File: config.mk
export PLATFORM = sky130hd
export DESIGN_NAME = adport_top
export DESIGN_NICKNAME = d
export VERILOG_FILES = /design/src/rtl/adport_pkg.sv /design/src/rtl/adport_latch.sv /design/src/rtl/adport_drive.sv /design/src/rtl/adport_rdback.sv /design/src/rtl/adport_top.sv
export SDC_FILE = /design/constraint.sdc
export NUM_CORES = 1
export LEC_CHECK = 0
export ABC_CLOCK_PERIOD_IN_PS = 2600
export BUFFER_PORTS_ARGS = -buffer_cell sky130_fd_sc_hd__clkbuf_2
export CAP_MARGIN = 20
export CELL_PAD_IN_SITES_DETAIL_PLACEMENT = 2
export CELL_PAD_IN_SITES_GLOBAL_PLACEMENT = 2
export CORE_UTILIZATION = 26
export CTS_CLUSTER_SIZE = 28
export DETAILED_ROUTE_END_ITERATION = 16
export PLACE_DENSITY = 0.81
export SYNTH_ARGS = -nofsm -noshare
export SYNTH_HDL_FRONTEND = slang
export SYNTH_SLANG_ARGS = --single-unit
File: constraint.sdc
create_clock -name clk -period 2.6 [get_ports clk]
set_clock_uncertainty 0.1 [all_clocks]
set_input_delay 0.13 -clock clk [delete_from_list [all_inputs] [get_ports clk]]
set_output_delay 0.13 -clock clk [all_outputs]
set_load 0.01 [all_outputs]
File: src/rtl/adport_pkg.sv
package adport_pkg;

  // Pad function selected by the mode control
  typedef enum logic {
    MODE_GPIO = 1'b0,
    MODE_BUS  = 1'b1
  } pad_mode_e;

  // Source chosen for the read-data register
  typedef enum logic [1:0] {
    RSRC_HOLD  = 2'd0,
    RSRC_PAD   = 2'd1,
    RSRC_LATCH = 2'd2
  } rd_src_e;

endpackage

File: src/rtl/adport_latch.sv
module adport_latch #(
  parameter int W = 8,
  localparam int SW = (W > 1) ? $clog2(W) : 1
) (
  input  logic          clk,
  input  logic          rst_n,
  input  logic          byte_we,
  input  logic [W-1:0]  byte_wdata,
  input  logic          bit_we,
  input  logic [SW-1:0] bit_idx,
  input  logic          bit_wval,
  output logic [W-1:0]  q
);

  logic [W-1:0] q_nxt;
  logic         q_ld;

  // Next-state: byte load first, then the single-bit load overrides its bit
  always_comb begin
    q_nxt = q;
    if (byte_we) q_nxt = byte_wdata;
    for (int i = 0; i < W; i++) begin
      if (bit_we && (int'(bit_idx) == i)) q_nxt[i] = bit_wval;
    end
  end

  assign q_ld = byte_we | bit_we;

  always_ff @(posedge clk or negedge rst_n) begin
    if (!rst_n)    q <= '1;
    else if (q_ld) q <= q_nxt;
  end

  assert_byte_load_R2: assert property (@(posedge clk) disable iff (!rst_n)
    (byte_we && !bit_we) |=> (q == $past(byte_wdata)));

  assert_bit_isolated_R3: assert property (@(posedge clk) disable iff (!rst_n)
    (bit_we && !byte_we) |=>
      (((q ^ $past(q)) & ~(W'(1) << $past(bit_idx))) == '0));

  assert_bit_value_R3: assert property (@(posedge clk) disable iff (!rst_n)
    bit_we |=> (q[$past(bit_idx)] == $past(bit_wval)));

  assert_idle_hold_R6: assert property (@(posedge clk) disable iff (!rst_n)
    (!byte_we && !bit_we) |=> $stable(q));

endmodule

File: src/rtl/adport_drive.sv
module adport_drive
  import adport_pkg::*;
#(
  parameter int W = 8
) (
  input  logic         clk,
  input  logic         rst_n,
  input  pad_mode_e    mode,
  input  logic [W-1:0] lat_q,
  input  logic [W-1:0] addr_data,
  output logic [W-1:0] pd_en,
  output logic [W-1:0] pu_en
);

  // One driver pair per pad
  for (genvar g = 0; g < W; g++) begin : g_pad
    logic drv_lvl;
    logic drv_push;

    always_comb begin
      if (mode == MODE_BUS) begin
        drv_lvl  = addr_data[g];
        drv_push = 1'b1;
      end else begin
        drv_lvl  = lat_q[g];
        drv_push = 1'b0;
      end
    end

    assign pd_en[g] = ~drv_lvl;
    assign pu_en[g] = drv_lvl & drv_push;
  end

  assert_gpio_no_pullup_R5: assert property (@(posedge clk) disable iff (!rst_n)
    (mode == MODE_GPIO) |-> (pu_en == '0));

  assert_bus_one_driver_R6: assert property (@(posedge clk) disable iff (!rst_n)
    (mode == MODE_BUS) |-> ((pu_en ^ pd_en) == '1));

  assert_bus_follows_R6: assert property (@(posedge clk) disable iff (!rst_n)
    (mode == MODE_BUS) |-> (pu_en == addr_data));

endmodule

File: src/rtl/adport_rdback.sv
module adport_rdback
  import adport_pkg::*;
#(
  parameter int W = 8
) (
  input  logic         clk,
  input  logic         rst_n,
  input  logic         rd_pad,
  input  logic         rd_lat,
  input  logic [W-1:0] pad_in,
  input  logic [W-1:0] lat_q,
  output logic [W-1:0] rdata
);

  rd_src_e      src;
  logic [W-1:0] rdata_nxt;
  logic         rdata_ld;

  // Pad read takes priority over latch read
  always_comb begin
    if (rd_pad)      src = RSRC_PAD;
    else if (rd_lat) src = RSRC_LATCH;
    else             src = RSRC_HOLD;
  end

  always_comb begin
    case (src)
      RSRC_PAD:   rdata_nxt = pad_in;
      RSRC_LATCH: rdata_nxt = lat_q;
      default:    rdata_nxt = rdata;
    endcase
  end

  assign rdata_ld = (src != RSRC_HOLD);

  always_ff @(posedge clk or negedge rst_n) begin
    if (!rst_n)        rdata <= '0;
    else if (rdata_ld) rdata <= rdata_nxt;
  end

  assert_pad_read_R8: assert property (@(posedge clk) disable iff (!rst_n)
    rd_pad |=> (rdata == $past(pad_in)));

  assert_latch_read_R9: assert property (@(posedge clk) disable iff (!rst_n)
    (rd_lat && !rd_pad) |=> (rdata == $past(lat_q)));

  assert_read_hold_R11: assert property (@(posedge clk) disable iff (!rst_n)
    (!rd_pad && !rd_lat) |=> $stable(rdata));

endmodule

File: src/rtl/adport_top.sv
module adport_top
  import adport_pkg::*;
#(
  parameter int W = 8,
  localparam int SW = (W > 1) ? $clog2(W) : 1
) (
  input  logic          clk,
  input  logic          rst_n,
  input  logic          byte_we,
  input  logic [W-1:0]  byte_wdata,
  input  logic          bit_we,
  input  logic [SW-1:0] bit_idx,
  input  logic          bit_wval,
  input  logic          bus_sel,
  input  logic [W-1:0]  addr_data,
  input  logic          rd_pad,
  input  logic          rd_lat,
  input  logic [W-1:0]  pad_in,
  output logic [W-1:0]  pd_en,
  output logic [W-1:0]  pu_en,
  output logic [W-1:0]  rdata
);

  logic [W-1:0] lat_q;
  pad_mode_e    mode;

  assign mode = pad_mode_e'(bus_sel);

  adport_latch #(.W(W)) u_latch (
    .clk        (clk),
    .rst_n      (rst_n),
    .byte_we    (byte_we),
    .byte_wdata (byte_wdata),
    .bit_we     (bit_we),
    .bit_idx    (bit_idx),
    .bit_wval   (bit_wval),
    .q          (lat_q)
  );

  adport_drive #(.W(W)) u_drive (
    .clk       (clk),
    .rst_n     (rst_n),
    .mode      (mode),
    .lat_q     (lat_q),
    .addr_data (addr_data),
    .pd_en     (pd_en),
    .pu_en     (pu_en)
  );

  adport_rdback #(.W(W)) u_rdback (
    .clk    (clk),
    .rst_n  (rst_n),
    .rd_pad (rd_pad),
    .rd_lat (rd_lat),
    .pad_in (pad_in),
    .lat_q  (lat_q),
    .rdata  (rdata)
  );

  assert_no_contention_R7: assert property (@(posedge clk) disable iff (!rst_n)
    ((pu_en & pd_en) == '0));

  assert_read_priority_R10: assert property (@(posedge clk) disable iff (!rst_n)
    (rd_pad && rd_lat) |=> (rdata == $past(pad_in)));

endmodule

== Word level (Yosys, flattened, before mapping) ==
Cells that the tools add are included.
Storage, ports and cells
  logic and storage cells: 84
  bits of input ports: 35
  output and inout port bits: 24
  register bits: 16
Cells by class
  muxes and demuxes: 21
  equal/unequal tests: 9
  bitwise gates (word level): 17
  reduce and logical (&&, ||, !) cells: 28
Operators by type and width (count)
  $reduce_bool A2 Y1: 10
  $reduce_and A2 Y1: 9
  $mux W1: 17
  $pmux W8 S2: 1
  $eq A3 B3 Y1 const B: 4
  $and A1 B1 Y1: 8
  $logic_and A1 B1 Y1: 8
  $mux W8: 1
  $not A1 Y1: 8
  $eq A3 B2 Y1 const B: 2
  $mux W2: 2
  $eq A3 B1 Y1 const B: 1
  $logic_not A3 Y1: 1
  $eq A2 B1 Y1 const B: 1
  $eq A2 B2 Y1 const B: 1
  $or A1 B1 Y1: 1

== Depth between registers and ports, before layout ==
  depth in word-level cells: 5
  mapped depth: 3
  mapped depth without buffers: 2

== By module ==
Synthesis repeated with hierarchy kept, for this count alone.
Second synthesis, totals
  cells, all modules: 85
  area total of the unflattened synthesis: 1044.8 µm²
By module, submodules not included
  adport_latch: times used 1, cells each 33, area an instance 505.5 µm²
  adport_rdback: times used 1, cells each 34, area an instance 372.9 µm²
  adport_drive: times used 1, cells each 18, area an instance 166.4 µm²

== Worst setup path after synthesis ==
Ideal clock, no wire load.
  path type: reg-to-reg
  start point: reg u_latch.q[2] (netlist name)
  end point: reg u_latch.q[2]
  path buffers: 0
  data required time: 2.418 ns
  library setup time: 0.082 ns
  path slack: 1.559 ns
  data arrival time: 0.859 ns
  stages on the path, launching flop included: 3
  cell sequence: dfstp_2 > mux2_1 > mux2_2
RTL lines
  to (signal assigned): RTL line adport_latch.sv:31  | else if (q_ld) q <= q_nxt;
  to (decl): RTL line adport_latch.sv:12  | output logic [W-1:0] q

== Worst setup path after layout ==
  start point: reg u_latch.q[3]
  end point: out pd_en[3]
Between the ends
  longest elaborated chain between the ends: 2
Ends and longest elaborated chain
  $mux W1: RTL line adport_drive.sv:21  | if (mode == MODE_BUS) begin
  $not A1 Y1: RTL line adport_drive.sv:30  | assign pd_en[g] = ~drv_lvl;
  to (decl): RTL line adport_top.sv:19  | output logic [W-1:0] pd_en,
Every way passes these cells.

==> flow_summary_export.csv <==
group,metric,value,unit
run_status,status,"finished, violations left",
run_status,violations,"hold timing",
timing,fin_tns_setup,0,ns
placed_design,hpwl,2460,um
synthesis,synth_nets,119,
synthesis,yosys.area_share.simple,0.171,
finish,layout-drive-gt1-share,0.582,
timing,max_freq,788,MHz
finish,multi_input_area,532,um^2
placed_design,dp_slack,1.40,ns
clock_tree,clk_path_buf_depth,2,
finish,design_area,1380,um^2
routing,first_pass_iters,2,
timing,hold_viol,1,
timing,min_period,1.27,ns
synthesis,synthAdderAreaFrac,0,
critical_path,cp_max_fo,3,
timing,relSlewSlack,0.726,
critical_path,reg2reg_depth,2,
hold_path,hold_start,"pad_in[5]",
timing,hold-worst-slack,-0.00337,ns
synthesis,syn_area_per_cell,11.5,um^2
synthesis,synth_warnings,0,
critical_path,cp.required,2.37,ns
pwr,power_leakage,0.696,nW
global_route,grt_usage,0.170,
floorplan,ioPinCount,59,
critical_path,timing.rr.start,"u_latch.q[1]$_DFFE_PN1P_",
finish,layout.nets,182,
timing,rsz0062_at_grt,"false",
hold_path,hold_end,"u_rdback.rdata[5]$_DFFE_PN0P_",
global_route,grt_antenna_before_repair,0,
global_route,grt_pass1_wl,5240,um
placed_design,place_inst,185,
critical_path,r2r-end,"u_latch.q[1]$_DFFE_PN1P_",
hold_path,min_path_cells,3,
global_route,grt_pass1_vias,1036,
floorplan,core,3440,um^2
routing,postRouteWirelength,3100,um
clock_tree,cts-root-buf,"clkbuf_8",
routing,viasPerCell,4.79,
clock_tree,clk_pin_slew,0.06,ns
clock_tree,cts_tree,"done",
placed_design,portBuffers,58,
hold_path,worstHoldPathType,"in -> reg",
finish,area_growth,42.7,%
synthesis,synth_xor_area_frac,0,
clock_tree,insertion_delay,0.24,ns
finish,fillers,393,
floorplan,die_h,63.0,um
critical_path,timing.setup.critical_path_class,"reg -> out",
synthesis,synth_top_family_by_area,"multiplexers",
critical_path,cp-end-kind,"primary output",
placed_design,gp_congestion,0.735,
finish,mostFrequentLayoutCell,"clkbuf_2",
routing,avgRoutedWirePerCell,16.1,um
finish,fin_cells,192,
critical_path,critPathSlowestCell,"dfstp_2",
critical_path,start_kind,"register",
critical_path,r2r_slack,1.50,ns
synthesis,ys_ff_latch,16,
synthesis,yosysSeqAreaShare,0.425,
timing,worst_slack,1.33,ns
critical_path,max_stage_delay,0.57,ns
pwr,ir_drop,0.000150,V
floorplan,die_w,63.0,um
critical_path,critical_path.cell_chain,"a21oi_1 -> clkbuf_2",
synthesis,synth_area,966,um^2
synthesis,syn_inst,84,
routing,postRouteAntennaNets,0,
timing,setup_viol,0,
timing,worst_pin_slew,0.411,ns
clock_tree,post_cts_resized,0,
synthesis,synthMuxAreaShare,0.297,
floorplan,start_util,0.281,
critical_path,cp.arrival,1.04,ns
synthesis,synth-compound-area-share,0.0829,
routing,drc,0,
timing,maxSlewViolCount,0,
clock_tree,cts_inserted_buffers,3,
clock_tree,numClockSinks,16,
floorplan,num_rows,21,
finish,diodes,0,
finish,seqCellArea,410,um^2
pwr,power_density,518,nW/um^2
run,drv_cap,0,
routing,first_iter_violations,15,
floorplan,dieArea,3960,um^2
routing,vias,920,
global_route,grt_max_degree,17,
placed_design,place_area,1290,um^2
timing,post-route-period-util,0.488,
global_route,grt_overflow,0,
synthesis,yosysUniqueCellTypes,18,
clock_tree,h-tree-depth,1,
[state kept, by name, indices dropped and copies added (netlist names)]
register / count
u_rdback.rdata: 8
u_latch.q: 8
[metrics by stage]
| step | total power [mW] | utilization |
|---|---|---|
| 2_1_floorplan | 0.404 | - |
| 3_3_place_gp | 0.487 | 0.376 |
| 3_5_place_dp | 0.499 | 0.376 |
| 4_1_cts | 0.724 | 0.401 |
| 5_1_grt | 0.754 | 0.401 |
| 6_report | 0.714 | 0.401 |
[area by class of cell]
class / count / share of cell area
well taps: 46 / 0.0417
clock buffers: 4 / 0.0399
multi-input cells: 64 / 0.386
inverters: 1 / 0.00272
flip-flops and latches: 16 / 0.298
repair buffers: 61 / 0.232
[worst max-delay path by stage]
stage	start	end	slack, ns	cells past startpoint
after floorplan	u_latch.q[2]$_DFFE_PN1P_	u_latch.q[2]$_DFFE_PN1P_	1.56	2
after global routing	u_latch.q[3]$_DFFE_PN1P_	pd_en[3]	1.29	2
final	u_latch.q[3]$_DFFE_PN1P_	pd_en[3]	1.33	2
after CTS	u_latch.q[3]$_DFFE_PN1P_	pd_en[3]	1.33	2
after global placement	byte_we	u_latch.q[4]$_DFFE_PN1P_	1.45	3
after detailed placement	byte_we	u_latch.q[2]$_DFFE_PN1P_	1.40	3
[metal layers]
layer | global-route usage | up-vias | wire length, um
li1 | - | 430 | -
met1 | 0.200 | 450 | 1280
met2 | 0.316 | 38 | 1660
met3 | 0.0201 | 2 | 137
met4 | 0.0523 | 0 | 16
met5 | 0 | - | 0
[kinds of logic (layout without fill, tap and decap cells)]
| group | Yosys count | in the layout |
|---|---|---|
| AOI/OAI and AO/OA | 16 | 16 |
| and+or+nand+nor | 24 | 24 |
| buffers and inverters | 4 | 66 |
| DFF | 16 | 16 |
| muxes | 24 | 24 |
[power by group]
group	internal (mW)	switching, mW	leakage (nW)
Sequential	0.289	0.0227	0.181
Combinational	0.0944	0.0886	0.486
Clock	0.134	0.0848	0.0288
[cell usage after synthesis]
cell	instances	area share
dfstp_2	8	0.22
o21ai_0	8	0.041
mux2_4	7	0.11
buf_2	1	0.0052
a21oi_1	8	0.041
nand2_1	8	0.031
nand4_1	1	0.0065
nand4b_1	3	0.027
clkbuf_1	1	0.0039
nor4b_2	1	0.016
mux2_2	7	0.082
buf_6	1	0.012
inv_1	1	0.0039
and4bb_1	3	0.039
mux2_1	2	0.023
dfrtp_1	8	0.21
mux2i_1	8	0.083
and2_1	8	0.052
[critical path, delay by kind of cell (launching register included)]
family / cells / cell delay [ns]
flip-flops: 1 / 0.57
buffers and inverters: 1 / 0.14
AO/OA/AOI/OAI: 1 / 0.08
[what timing repair did]
item	4_1_cts	5_1_grt
hold buffers	3	0
endpoints found under the hold margin	10	0
buffers inserted	0	0
(Power assumes the default switching activity.)
